===== src/rtl/amp_guard.sv =====
module amp_guard #(
  parameter int TW          = 8,
  parameter int CW          = 10,
  parameter int VW          = 14,
  parameter int WARN_BASE   = 95,
  parameter int SD_BASE     = 135,
  parameter int TEMP_STEP   = 10,
  parameter int TEMP_HYS    = 15,
  parameter int OC_LIMIT    = 350,
  parameter int RETRY_TICKS = 20,
  parameter int BO_MAX_CODE = 9,
  parameter int BO1_BASE    = 2500,
  parameter int BO1_STEP    = 125,
  parameter int BO1_HYS     = 75,
  parameter int BO2_BASE    = 5000,
  parameter int BO2_STEP    = 250,
  parameter int BO2_HYS     = 150
) (
  input  logic          clk_i,
  input  logic          rst_ni,
  input  logic          tick_i,
  input  logic          two_cell_i,
  input  logic [TW-1:0] temp_i,
  input  logic [CW-1:0] cur_i,
  input  logic [VW-1:0] vdd_i,
  input  logic [1:0]    warn_sel_i,
  input  logic [1:0]    sd_sel_i,
  input  logic [3:0]    bo_sel_i,
  input  logic [3:0]    clr_i,
  input  logic [3:0]    mask_i,
  output logic          amp_en_o,
  output logic          warn_o,
  output logic          atten_o,
  output logic [3:0]    status_o,
  output logic          irq_o
);
  localparam int NW = (VW > TW ? VW : TW) + 2;
  localparam int RW = $clog2(RETRY_TICKS + 1);

  logic [NW-1:0] t_val, v_val, warn_thr, sd_thr, bo_thr, bo_hys;
  logic [3:0]    bo_code;
  logic          warn_q, sd_q, oc_q, bo_q;
  logic          warn_d, sd_d, bo_d, oc_hit;
  logic [RW-1:0] retry_cnt;
  logic [3:0]    entry;

  assign t_val    = NW'(temp_i);
  assign v_val    = NW'(vdd_i);
  assign warn_thr = NW'(WARN_BASE + TEMP_STEP * int'(warn_sel_i));
  assign sd_thr   = NW'(SD_BASE + TEMP_STEP * int'(sd_sel_i));
  assign bo_code  = (int'(bo_sel_i) > BO_MAX_CODE) ? 4'(BO_MAX_CODE) : bo_sel_i;
  assign bo_thr   = two_cell_i ? NW'(BO2_BASE + BO2_STEP * int'(bo_code))
                               : NW'(BO1_BASE + BO1_STEP * int'(bo_code));
  assign bo_hys   = two_cell_i ? NW'(BO2_HYS) : NW'(BO1_HYS);

  assign warn_d = warn_q ? (t_val > warn_thr - NW'(TEMP_HYS)) : (t_val >= warn_thr);
  assign sd_d   = sd_q   ? (t_val > sd_thr - NW'(TEMP_HYS))   : (t_val >= sd_thr);
  assign bo_d   = bo_q   ? (v_val < bo_thr + bo_hys)          : (v_val < bo_thr);
  assign oc_hit = int'(cur_i) > OC_LIMIT;

  assign entry = {bo_d & ~bo_q, oc_hit & ~oc_q, sd_d & ~sd_q, warn_d & ~warn_q};

  always_ff @(posedge clk_i or negedge rst_ni) begin
    if (!rst_ni) begin
      warn_q   <= 1'b0;
      sd_q     <= 1'b0;
      bo_q     <= 1'b0;
      status_o <= '0;
    end else begin
      warn_q   <= warn_d;
      sd_q     <= sd_d;
      bo_q     <= bo_d;
      status_o <= (status_o & ~clr_i) | entry;
    end
  end

  always_ff @(posedge clk_i or negedge rst_ni) begin
    if (!rst_ni) begin
      oc_q      <= 1'b0;
      retry_cnt <= '0;
    end else if (oc_hit) begin
      oc_q      <= 1'b1;
      retry_cnt <= '0;
    end else if (oc_q && tick_i && !sd_q) begin
      if (retry_cnt == RW'(RETRY_TICKS - 1)) begin
        oc_q      <= 1'b0;
        retry_cnt <= '0;
      end else begin
        retry_cnt <= retry_cnt + 1'b1;
      end
    end
  end

  assign amp_en_o = ~(sd_q | oc_q);
  assign warn_o   = warn_q;
  assign atten_o  = bo_q;
  assign irq_o    = |(status_o & mask_i);
endmodule


===== config.mk =====
export PLATFORM = sky130hd
export DESIGN_NAME = amp_guard
export DESIGN_NICKNAME = d
export VERILOG_FILES = /design/src/rtl/amp_guard.sv
export SDC_FILE = /design/constraint.sdc
export NUM_CORES = 1
export LEC_CHECK = 0
export CAP_MARGIN = 20
export CORE_ASPECT_RATIO = 1.2
export CORE_MARGIN = 8
export CORE_UTILIZATION = 30
export DETAILED_ROUTE_END_ITERATION = 12
export SKIP_CTS_REPAIR_TIMING = 1
export SYNTH_ARGS = -nofsm -noshare
export SYNTH_HDL_FRONTEND = slang
export SYNTH_SLANG_ARGS = --single-unit

===== constraint.sdc =====
create_clock -name clk_i -period 1.1 [get_ports clk_i]
set_clock_uncertainty 0.05 [all_clocks]
set_input_delay 0.22 -clock clk_i [delete_from_list [all_inputs] [get_ports clk_i]]
set_output_delay 0.22 -clock clk_i [all_outputs]
set_load 0.01 [all_outputs]

* Word level (Yosys, flattened, before mapping)
Index checks and enable logic that the tools add are counted.
** Storage, ports and cells
- Bits in registers :: 13
- Bits in latches :: 0
- RAM bits :: 0
- Bits in read-only memories :: 0
- Input port bits :: 52
- Output and inout bits :: 8
- Word-level logic and storage cells :: 60
- Memories kept :: 0
** Operators by class
- Add/sub/neg operators :: 8
- Multipliers :: 4
- Div/mod/pow operators :: 0
- Magnitude comparators :: 8
- Equality and inequality tests :: 1
- Shift operators :: 0
- Multiplexer cells :: 12
- Bitwise operators :: 14
- Reduce and logical (&&, ||, !) cells :: 7
** Operators with widths (number)
- $gt A8 B16 Y1 :: 2
- $mul A7 B4 Y11 const A :: 2
- $add A14 B8 Y15 :: 1
- $lt A14 B15 Y1 :: 1
- $mux W5 :: 3
- $add A13 B12 Y14 const A :: 1
- $lt A14 B14 Y1 :: 1
- $mux W14 :: 1
- $add A12 B11 Y13 const A :: 1
- $gt A10 B9 Y1 const B :: 1
- $mul A3 B2 Y5 const A :: 2
- $sub A9 B4 Y10 const B :: 1
- $add A8 B6 Y9 const A :: 1
- $ge A8 B9 Y1 :: 1
- $sub A8 B4 Y9 const B :: 1
- $add A7 B6 Y8 const A :: 1
- $and A4 B4 Y4 :: 2
- $ge A8 B8 Y1 :: 1
- $mux W8 :: 1
- $mux W1 :: 6
- $add A5 B1 Y5 const B :: 1
- $eq A5 B5 Y1 const B :: 1
- $not A1 Y1 :: 5
- $and A1 B1 Y1 :: 4
- 10 further kinds :: 12

* Logic depth before layout (Yosys ltp)
Gate-level depths: netlist of run 1.
- Depth after elaboration :: 10
- Mapped depth :: 28
- Depth with buffers taken out :: 26

* Worst setup path after synthesis of run 1
OpenSTA, ideal clock, no wires.
- Path kind :: input to register
- Start :: input port bo_sel_i[3]
- End :: register bo_q, in the netlist atten_o
- Setup time :: 124 ps
- Arrival :: 4871 ps
- Data required time :: 926 ps
- Path slack :: -3944 ps
- Stages :: 22
- Buffers on the path :: 1
- Cells stage by stage :: buf_2 > o21ai_0 > nand2b_1 > inv_1 > fa_1 > inv_1 > ha_1 > ha_1 > mux2_2 > ha_1 > nand2_1 > o31ai_1 > and3_1 > o21a_1 > o21bai_1 > or3_4 > xnor2_1 > ha_1 > nor2b_1 > o21ai_0 > nor4bb_1 > a211o_1
** On the way
- Cells in the longest elaborated chain, start to end :: 8
- Elaborated cells between the ends (all ways) :: 11
- Those cells by class :: 3 x add/sub; 2 x mul; 3 x order compare; 3 x mux
** RTL lines
- start, declared :: line 28 : input logic [3:0] bo_sel_i,
- $gt A4 B4 Y1 :: line 51 : assign bo_code = (int'(bo_sel_i) > BO_MAX_CODE) ? 4'(BO_MAX_CODE) : bo_sel_i;
- $mux W4 (*) :: line 51
- $mul A7 B4 Y11 :: line 52, 53
- $add A13 B12 Y14 / $add A12 B11 Y13 (equally long branches) :: line 52, 53
- $mux W14 (*) :: line 52 : assign bo_thr = two_cell_i ? NW'(BO2_BASE + BO2_STEP * int'(bo_code))
- $add A14 B8 Y15 :: line 58 : assign bo_d = bo_q ? (v_val < bo_thr + bo_hys) : (v_val < bo_thr);
- $lt A14 B15 Y1 :: line 58
- $mux W1 (*) :: line 58
- net bo_d :: line 43 : logic warn_d, sd_d, bo_d, oc_hit;
- end signal, assigned :: line 72 : bo_q <= bo_d;
- end, declared :: line 42 : logic warn_q, sd_q, oc_q, bo_q;
The timed path passes the listed nets; every way through them passes the cells marked *.
A chain may end at the register's enable or synchronous reset.

* Worst setup path after layout of run 1
- Start :: input port bo_sel_i[2]
- End :: register bo_q, in the netlist atten_o
The elaborated chain is that of the path after synthesis.

==> impl_results.md, run 1 <==
* Clk root buf: clkbuf_16
* Die width at roughly 110 um
* Tcrit/Tclk final at 414%
* CTS tree: yes
* Drt pass-1 iters at 4
* Most frequent cells in the layout: buf_4, ha_1, clkdlybuf4s50_1
* Post-DP Area at around 5500 sq um
* Synthesized area at between 3000 and 4000 sq um
* Failing checks: negative setup slack
* Grt total ovfl at 0
* Sequential fraction of the synthesis area at under 10%
* Leak at 0.00301 uW
* Final Power at slightly below 7000 uW
* Pwr per Cell Area at about 1100 nW/um^2
* Yosys cell types at 69
* CP endpoint: atten_o
* Post-synth top flop: dfrtp_1
* Synth async-reset ratio at 100%
* CP dominant cell by count: ha_4
* Worst r2r path cells at 7
* Post-route setup slack at -3460 ps
* Vias in the first global route at between 4000 and 5000
* Number of synthesized flops with an enable pin at 0
* Worst slew margin at about 63%
* DRC viols at 0
* Slowest stage delay, CP at ~550 ps
* R2R setup slack at -180 ps
* Layout cells sized above 1 at between 40% and 50%
* H-tree levels at 1
* Status: finished, violations left
* Tmin final at 4560 ps
* Most Crowded Layer GR: met2
* Final setup viols at 19
* RR Startpoint: sd_q
* VDD IR max at 1210 uV
* Worst setup SP type: input pin
* Final Hold Viols at 0
* Largest net degree at the start of global routing at 14
* Worst Setup End Kind: flop
* Post-synthesis cell count at between 400 and 500
* Levels on crit path at 24
* Met1 Resource Use GR at about 15%
* Final slew viol count at 0
* # nets final at approximately 780
* Average cell area after synthesis at approximately 8.2 sq um
* #FFs+latches synth at 13
* Ant. Diodes at 0
* Total core area at about 11000 sq um
* Total length of routed wires at approximately 11 mm
* Starting Density at 30.5%
* Critical R2R Capture: retry_cnt[4]
* Commonest non-fill, non-tap cell in the layout: buf_4
* Clk Latency, worst-skew pair at around 240 ps
* Setup_tns at -10480 ps
* Worst path arrival time at between 4000 and 5000 ps
* Critical setup path kind: input pin to flop
* Crit Path Max Fanout at 4
* DR vias/cell at ~5
* Worst Hold Class: input pin to async pin
* Total GRT Usage at between 10% and 20%
* Synthesis Warnings at 0
* Clock transition at path regs at 50 ps
* Global-route wire length before repair at between 15 and 20 mm
* Cell family with most CP delay: adder cells
* GPL Wtd Cong at 0.883
* Routed Antenna Nets at 0
* Num CTS Buffers at 3
* Unrepaired setup endpoints after global routing: true
* Layout area overhead at 77.2%
* Chip height at about 130 um
* CP max stage cell: fa_2
* HPWL after detailed placement at around 9.2 mm
* Initial antenna violation count at 0
* Max-Cap Viols at 0
* Post-route cell area at between 6000 and 7000 sq um
* Die area at 15300 sq um
* GR Util met2 at between 20% and 30%
* Wirelength per Cell at roughly 14 um
* Site Rows at 43
* Req. time, crit path at approximately 1200 ps
* DR vias at around 3800
* CTS Buffer Depth at 2
* Critical Path Start: bo_sel_i[2]
* Number of port buffers at 59
* Buf+Inv Stages, Crit Path at 5
* Post-placement worst setup slack at -4360 ps
* GR Layer Usage met3 at between 1.5 and 2%
* Initial DRC Count at approximately 100
* CP cell instances: buf_8 > buf_6 > nand2_4 > inv_4 > ha_4 > inv_2 > fa_2 > inv_2 > ha_4 > ha_4 > mux2_4 > ha_4 > nand2_4 > o31ai_4 > and3_4 > o21a_1 > o21bai_1 > or3_4 > xnor2_2 > ha_1 > nor2b_1 > o21ai_1 > nor4bb_2 > a211o_1
* Fmax at between 200 and 250 MHz
* Clk sinks at 13
* # IOs at 60
* Worst Tran Pin Value at 555 ps
-- kinds of logic after synthesis --
| kind of cell | synth area share (%) |
|---|---|
| AOI/OAI and AO/OA | 25.4 |
| xor gates and xnor gates | 6.05 |
| adders and majority gates | 34.8 |
| buffers and inverters | 5.91 |
| DFF | 9.37 |
| muxes | 1.22 |
| other | 0.108 |
| and+or+nand+nor | 17.1 |
-- metrics by stage --
| step | hold WS [ps] | instances | utilization (%) |
|---|---|---|---|
| finish | 231 | 787 | 53.9 |
| detailed placement | 493 | 772 | 48.4 |
| global route | 265 | 787 | 53.9 |
| floorplan | -126 | 425 | - |
| global placement | 491 | 772 | 48.4 |
| CTS | 235 | 776 | 49.1 |
-- synth_stat cells (2+ instances only) --
library cell	number	area share, %
ha_1	87	31
inv_1	41	4.4
a21oi_1	29	4.2
nor2_1	26	2.8
o21ai_0	24	3.5
nand2_1	22	2.4
a21o_1	16	3.5
xnor2_1	15	3.8
o21a_1	14	3.0
dfrtp_1	13	9.4
nor2b_1	9	1.6
xor2_1	9	2.3
and3_1	7	1.3
nor3_1	7	1.0
clkbuf_1	6	0.65
fa_1	6	3.5
nand2b_1	5	0.90
and2_1	4	0.72
nand3_1	4	0.58
nand4_1	4	0.72
nor3b_1	4	0.86
a211oi_1	3	0.65
a21o_2	3	0.76
a22oi_1	3	0.65
o31ai_1	3	0.65
a211o_1	2	0.50
buf_2	2	0.29
mux2_2	2	0.65
mux2i_1	2	0.58
nor4_1	2	0.36
o2111ai_1	2	0.50
o211a_1	2	0.58
o211ai_1	2	0.43
o21ai_1	2	0.29
o21bai_1	2	0.43
o22ai_1	2	0.36
o311ai_0	2	0.50
o31a_1	2	0.50
or2_2	2	0.36
or3_1	2	0.36
or3b_2	2	0.50
-- report_power, final --
part	internal (uW)	switching, uW	leakage, uW
Combinational	3140	2510	0.00280
Sequential	542	43.4	0.000164
Clock	489	198	0.0000382
-- metal layers --
layer  part of all wire, %  vias to the layer above
met5                     0                        -
met4                   1.3                        0
met3                   4.3                       12
met2                    54                       72
met1                    40                     1804
li1                      -                     1950
-- state kept, by name, indices dropped and copies added (netlist names) --
name,count
oc_q,1
retry_cnt,5
warn_o,1
atten_o,1
sd_q,1
status_o,4
-- worst reg2reg max path, stage by stage (launching register included) --
cell	delay, ps
dfrtp_1	380
buf_6	120
inv_4	40
and3_4	200
nand2_4	70
nor3b_2	150
o21ai_1	80
a21oi_1	120
-- worst min-delay path by stage --
stage,start,endpoint,cells after the start
floorplan,rst_ni,atten_o,0
global placement,rst_ni,retry_cnt[0],2
detailed placement,rst_ni,retry_cnt[0],2
CTS,rst_ni,retry_cnt[0],2
global route,rst_ni,retry_cnt[0],2
finish,rst_ni,retry_cnt[0],2
-- final cells by class --
cell class                      instances  area [sq um]
Timing Repair Buffer                  211          1800
Multi-Input combinational cell        360          3580
Fill cell                            1013          5250
Inverter                               42           174
Sequential cell                        13           325
Clock buffer                            4          78.8
Tap cell                              157           196
Power figures use the tool's default switching activity.
==> run 2: changes to the inputs <==
--- a/config.mk
+++ b/config.mk
@@ -10,6 +10,8 @@
 export CORE_MARGIN = 8
 export CORE_UTILIZATION = 30
 export DETAILED_ROUTE_END_ITERATION = 12
+export DONT_BUFFER_PORTS = 1
+export RECOVER_POWER = 50
 export SKIP_CTS_REPAIR_TIMING = 1
 export SYNTH_ARGS = -nofsm -noshare
 export SYNTH_HDL_FRONTEND = slang
==> run 2 against run 1 <==
The run still ends with negative setup slack left. Register-to-register slack improved by 30 ps. Sequential share of layout area grew 0.95 points. Flip-flop and latch count is the same. Critical path depth shrank 4. Final cell count is 12% lower. Global-route usage decreased by 0.40 points. Fmax is 0.53% lower. Via count is 8.3% lower. Wire length shrank 5.1%. Total power is 4.9% lower. Critical endpoint unchanged. Largest cell class unchanged. Largest power group unchanged.
==> impl_results.md, run 2 (synthesized netlist as in run 1, its figures left out) <==
* Clk sinks at 13 (unchanged)
* Ant. Diodes at 0 (unchanged)
* Worst path arrival time at 4650 ps (+20 ps)
* Post-route setup slack at -3480 ps (-24.1 ps)
* DR vias at 3518 (-8.3%)
* Global-route wire length before repair at 16.9 mm (-5.5%)
* Max-Cap Viols at 0 (unchanged)
* Commonest non-fill, non-tap cell in the layout: buf_4
* Final slew viol count at 0 (unchanged)
* CTS Buffer Depth at 2 (unchanged)
* # IOs at 60 (unchanged)
* Final Hold Viols at 0 (unchanged)
* Wirelength per Cell at 14.9 um (+7.3%)
* DR vias/cell at 5.05 (+3.6%)
* Critical setup path kind: input pin to flop
* # nets final at 685 (-12%)
* Status: finished, violations left
* Worst Setup End Kind: flop
* Tcrit/Tclk final at 416% (+2.2 points)
* Number of port buffers at 0 (-100%)
* Total GRT Usage at 13.2% (-0.40 points)
* Biggest regs: retry_cnt (5), status_o (4)
* Clock transition at path regs at 40 ps (about the same)
* Clk Latency, worst-skew pair at 240 ps (about the same)
* Largest register FFs at 5 (unchanged)
* Layout area overhead at 50.8%
* Total core area at 11400 sq um (unchanged)
* Drt pass-1 iters at 4 (unchanged)
* Worst Tran Pin Value at 567 ps (+12.2 ps)
* Crit Path Max Fanout at 5 (+1)
* Setup_tns at -9330 ps (+1150 ps)
* Leak at 0.00248 uW (-17%)
* Routed Antenna Nets at 0 (unchanged)
* Final non-filler cell total at 696 (-12%)
* Post-DP Area at 4690 sq um (-15%)
* Clock Power Share at 10.3% (+0.4 points)
* Comb pwr share at 80.4% (-1.2 points)
* Seq pwr share at 9.3% (+0.8 points)
* Initial DRC Count at 77 (-25%)
* VDD IR max at 1150 uV (-5.2%)
* Layout cells sized above 1 at 42.9% (-3.2 points)
* DRC viols at 0 (unchanged)
* Die area at 15300 sq um (unchanged)
* Initial antenna violation count at 0 (unchanged)
* Largest net degree at the start of global routing at 22 (+8)
* Chip height at 134 um (unchanged)
* Switching pwr at 2690 uW (-2.3%)
* Vias in the first global route at 3722 (-10%)
* Starting Density at 30.5% (unchanged)
* Inst Count DP at 680 (-12%)
* Fillers at 1108 (+9.4%)
* Site Rows at 43 (unchanged)
* Req. time, crit path at 1170 ps (about the same)
* Post-route cell area at 5240 sq um (-15%)
* HPWL after detailed placement at 8.77 mm (-4.8%)
* Die width at 114 um (unchanged)
* Worst slew margin at 62.1% (-0.82 points)
* H-tree levels at 1 (unchanged)
* Sw Ratio at 40.8% (+1.1 points)
* Int Pwr at 3900 uW (-6.6%)
* Failing checks: negative setup slack
* CTS tree: yes
* Top reg by flops: retry_cnt
* GPL Wtd Cong at 0.854 (-3.3%)
* Pwr per Cell Area at 1260 nW/um^2 (+12%)
* Grt total ovfl at 0 (unchanged)
* Unrepaired setup endpoints after global routing: true
* Worst setup SP type: input pin
* Final setup viols at 12 (-7)
* Most frequent cells in the layout: buf_4, ha_1, inv_1
* Worst hold slack at 6.22 ps (-225 ps)
* Total length of routed wires at 10.4 mm (-5.1%)
* Fmax at 218 MHz (-0.53%)
* Tmin final at 4580 ps (+24.1 ps)
* Clk root buf: clkbuf_16
* Worst Hold Class: input pin to flop
* Post-placement worst setup slack at -3780 ps (+579 ps)
* Num CTS Buffers at 3 (unchanged)
run 2: cell count changes in the layout (fill, tap and decap cells not counted), sizes merged:
cell	before	now
dlygate4sd3	0	1
dlymetal6s2s	9	0
buf	163	119
clkdlybuf4s50	33	0
clkbuf	10	4
run 2: area by class of cell:
| type | count | area, sq um | area share [%] |
|---|---|---|---|
| clock buffer | 4 | 78.8 | 1.51 |
| inverter | 42 | 174 | 3.32 |
| multi-input combinational | 360 | 3540 | 67.7 |
| sequential | 13 | 327 | 6.24 |
| tap | 157 | 196 | 3.75 |
| timing repair buffer | 120 | 918 | 17.5 |
run 2: worst max-delay path, stage by stage:
cell and delay, ps:
nor2b_1 100, buf_4 160, ha_4 260, inv_2 30, fa_2 550, buf_4 110, fa_2 470, nor3b_2 210
buf_4 150, nand2_1 60, o211a_1 140, buf_4 150, a2111oi_4 390, a211oi_4 100, or4_1 530, xnor2_1 160
ha_1 340, o21ai_2 70, nor4bb_4 140, a211o_1 290
run 2: power by group through the flow:
stage / Combinational (uW) / Clock, uW / Sequential, uW
final: 5300 / 678 / 614
after global routing: 5830 / 711 / 620
after CTS: 4570 / 696 / 603
after detailed placement: 4530 / 0 / 607
after global placement: 4420 / 0 / 605
after floorplan: 2840 / 0 / 628
run 2: through the flow:
step | total power (uW) | utilization, %
after floorplan | 3470 | -
after global routing | 7160 | 45.9
after detailed placement | 5140 | 41.1
final | 6590 | 45.9
after global placement | 5030 | 41.1
after CTS | 5870 | 41.8
run 2: final timing paths:
kind / start / to / slack, ps / cells past startpoint
worst min-delay path: clr_i[1] / status_o[1] / 6 / 1
worst max-delay path: bo_sel_i[1] / atten_o / -3480 / 20
min in group asynchronous: rst_ni / retry_cnt[0] / 360 / 1
worst min register to register: warn_o / status_o[0] / 490 / 1
worst max register to register: sd_q / retry_cnt[4] / -150 / 6
max in group asynchronous: rst_ni / warn_o / 230 / 1
run 2: per-layer routing:
metal,vias up,wire (um),global-route usage (%)
met4,0,83,2.22
met5,-,0,0
met1,1687,4100,14.4
met2,61,5710,26.1
li1,1764,-,-
met3,6,493,2.16
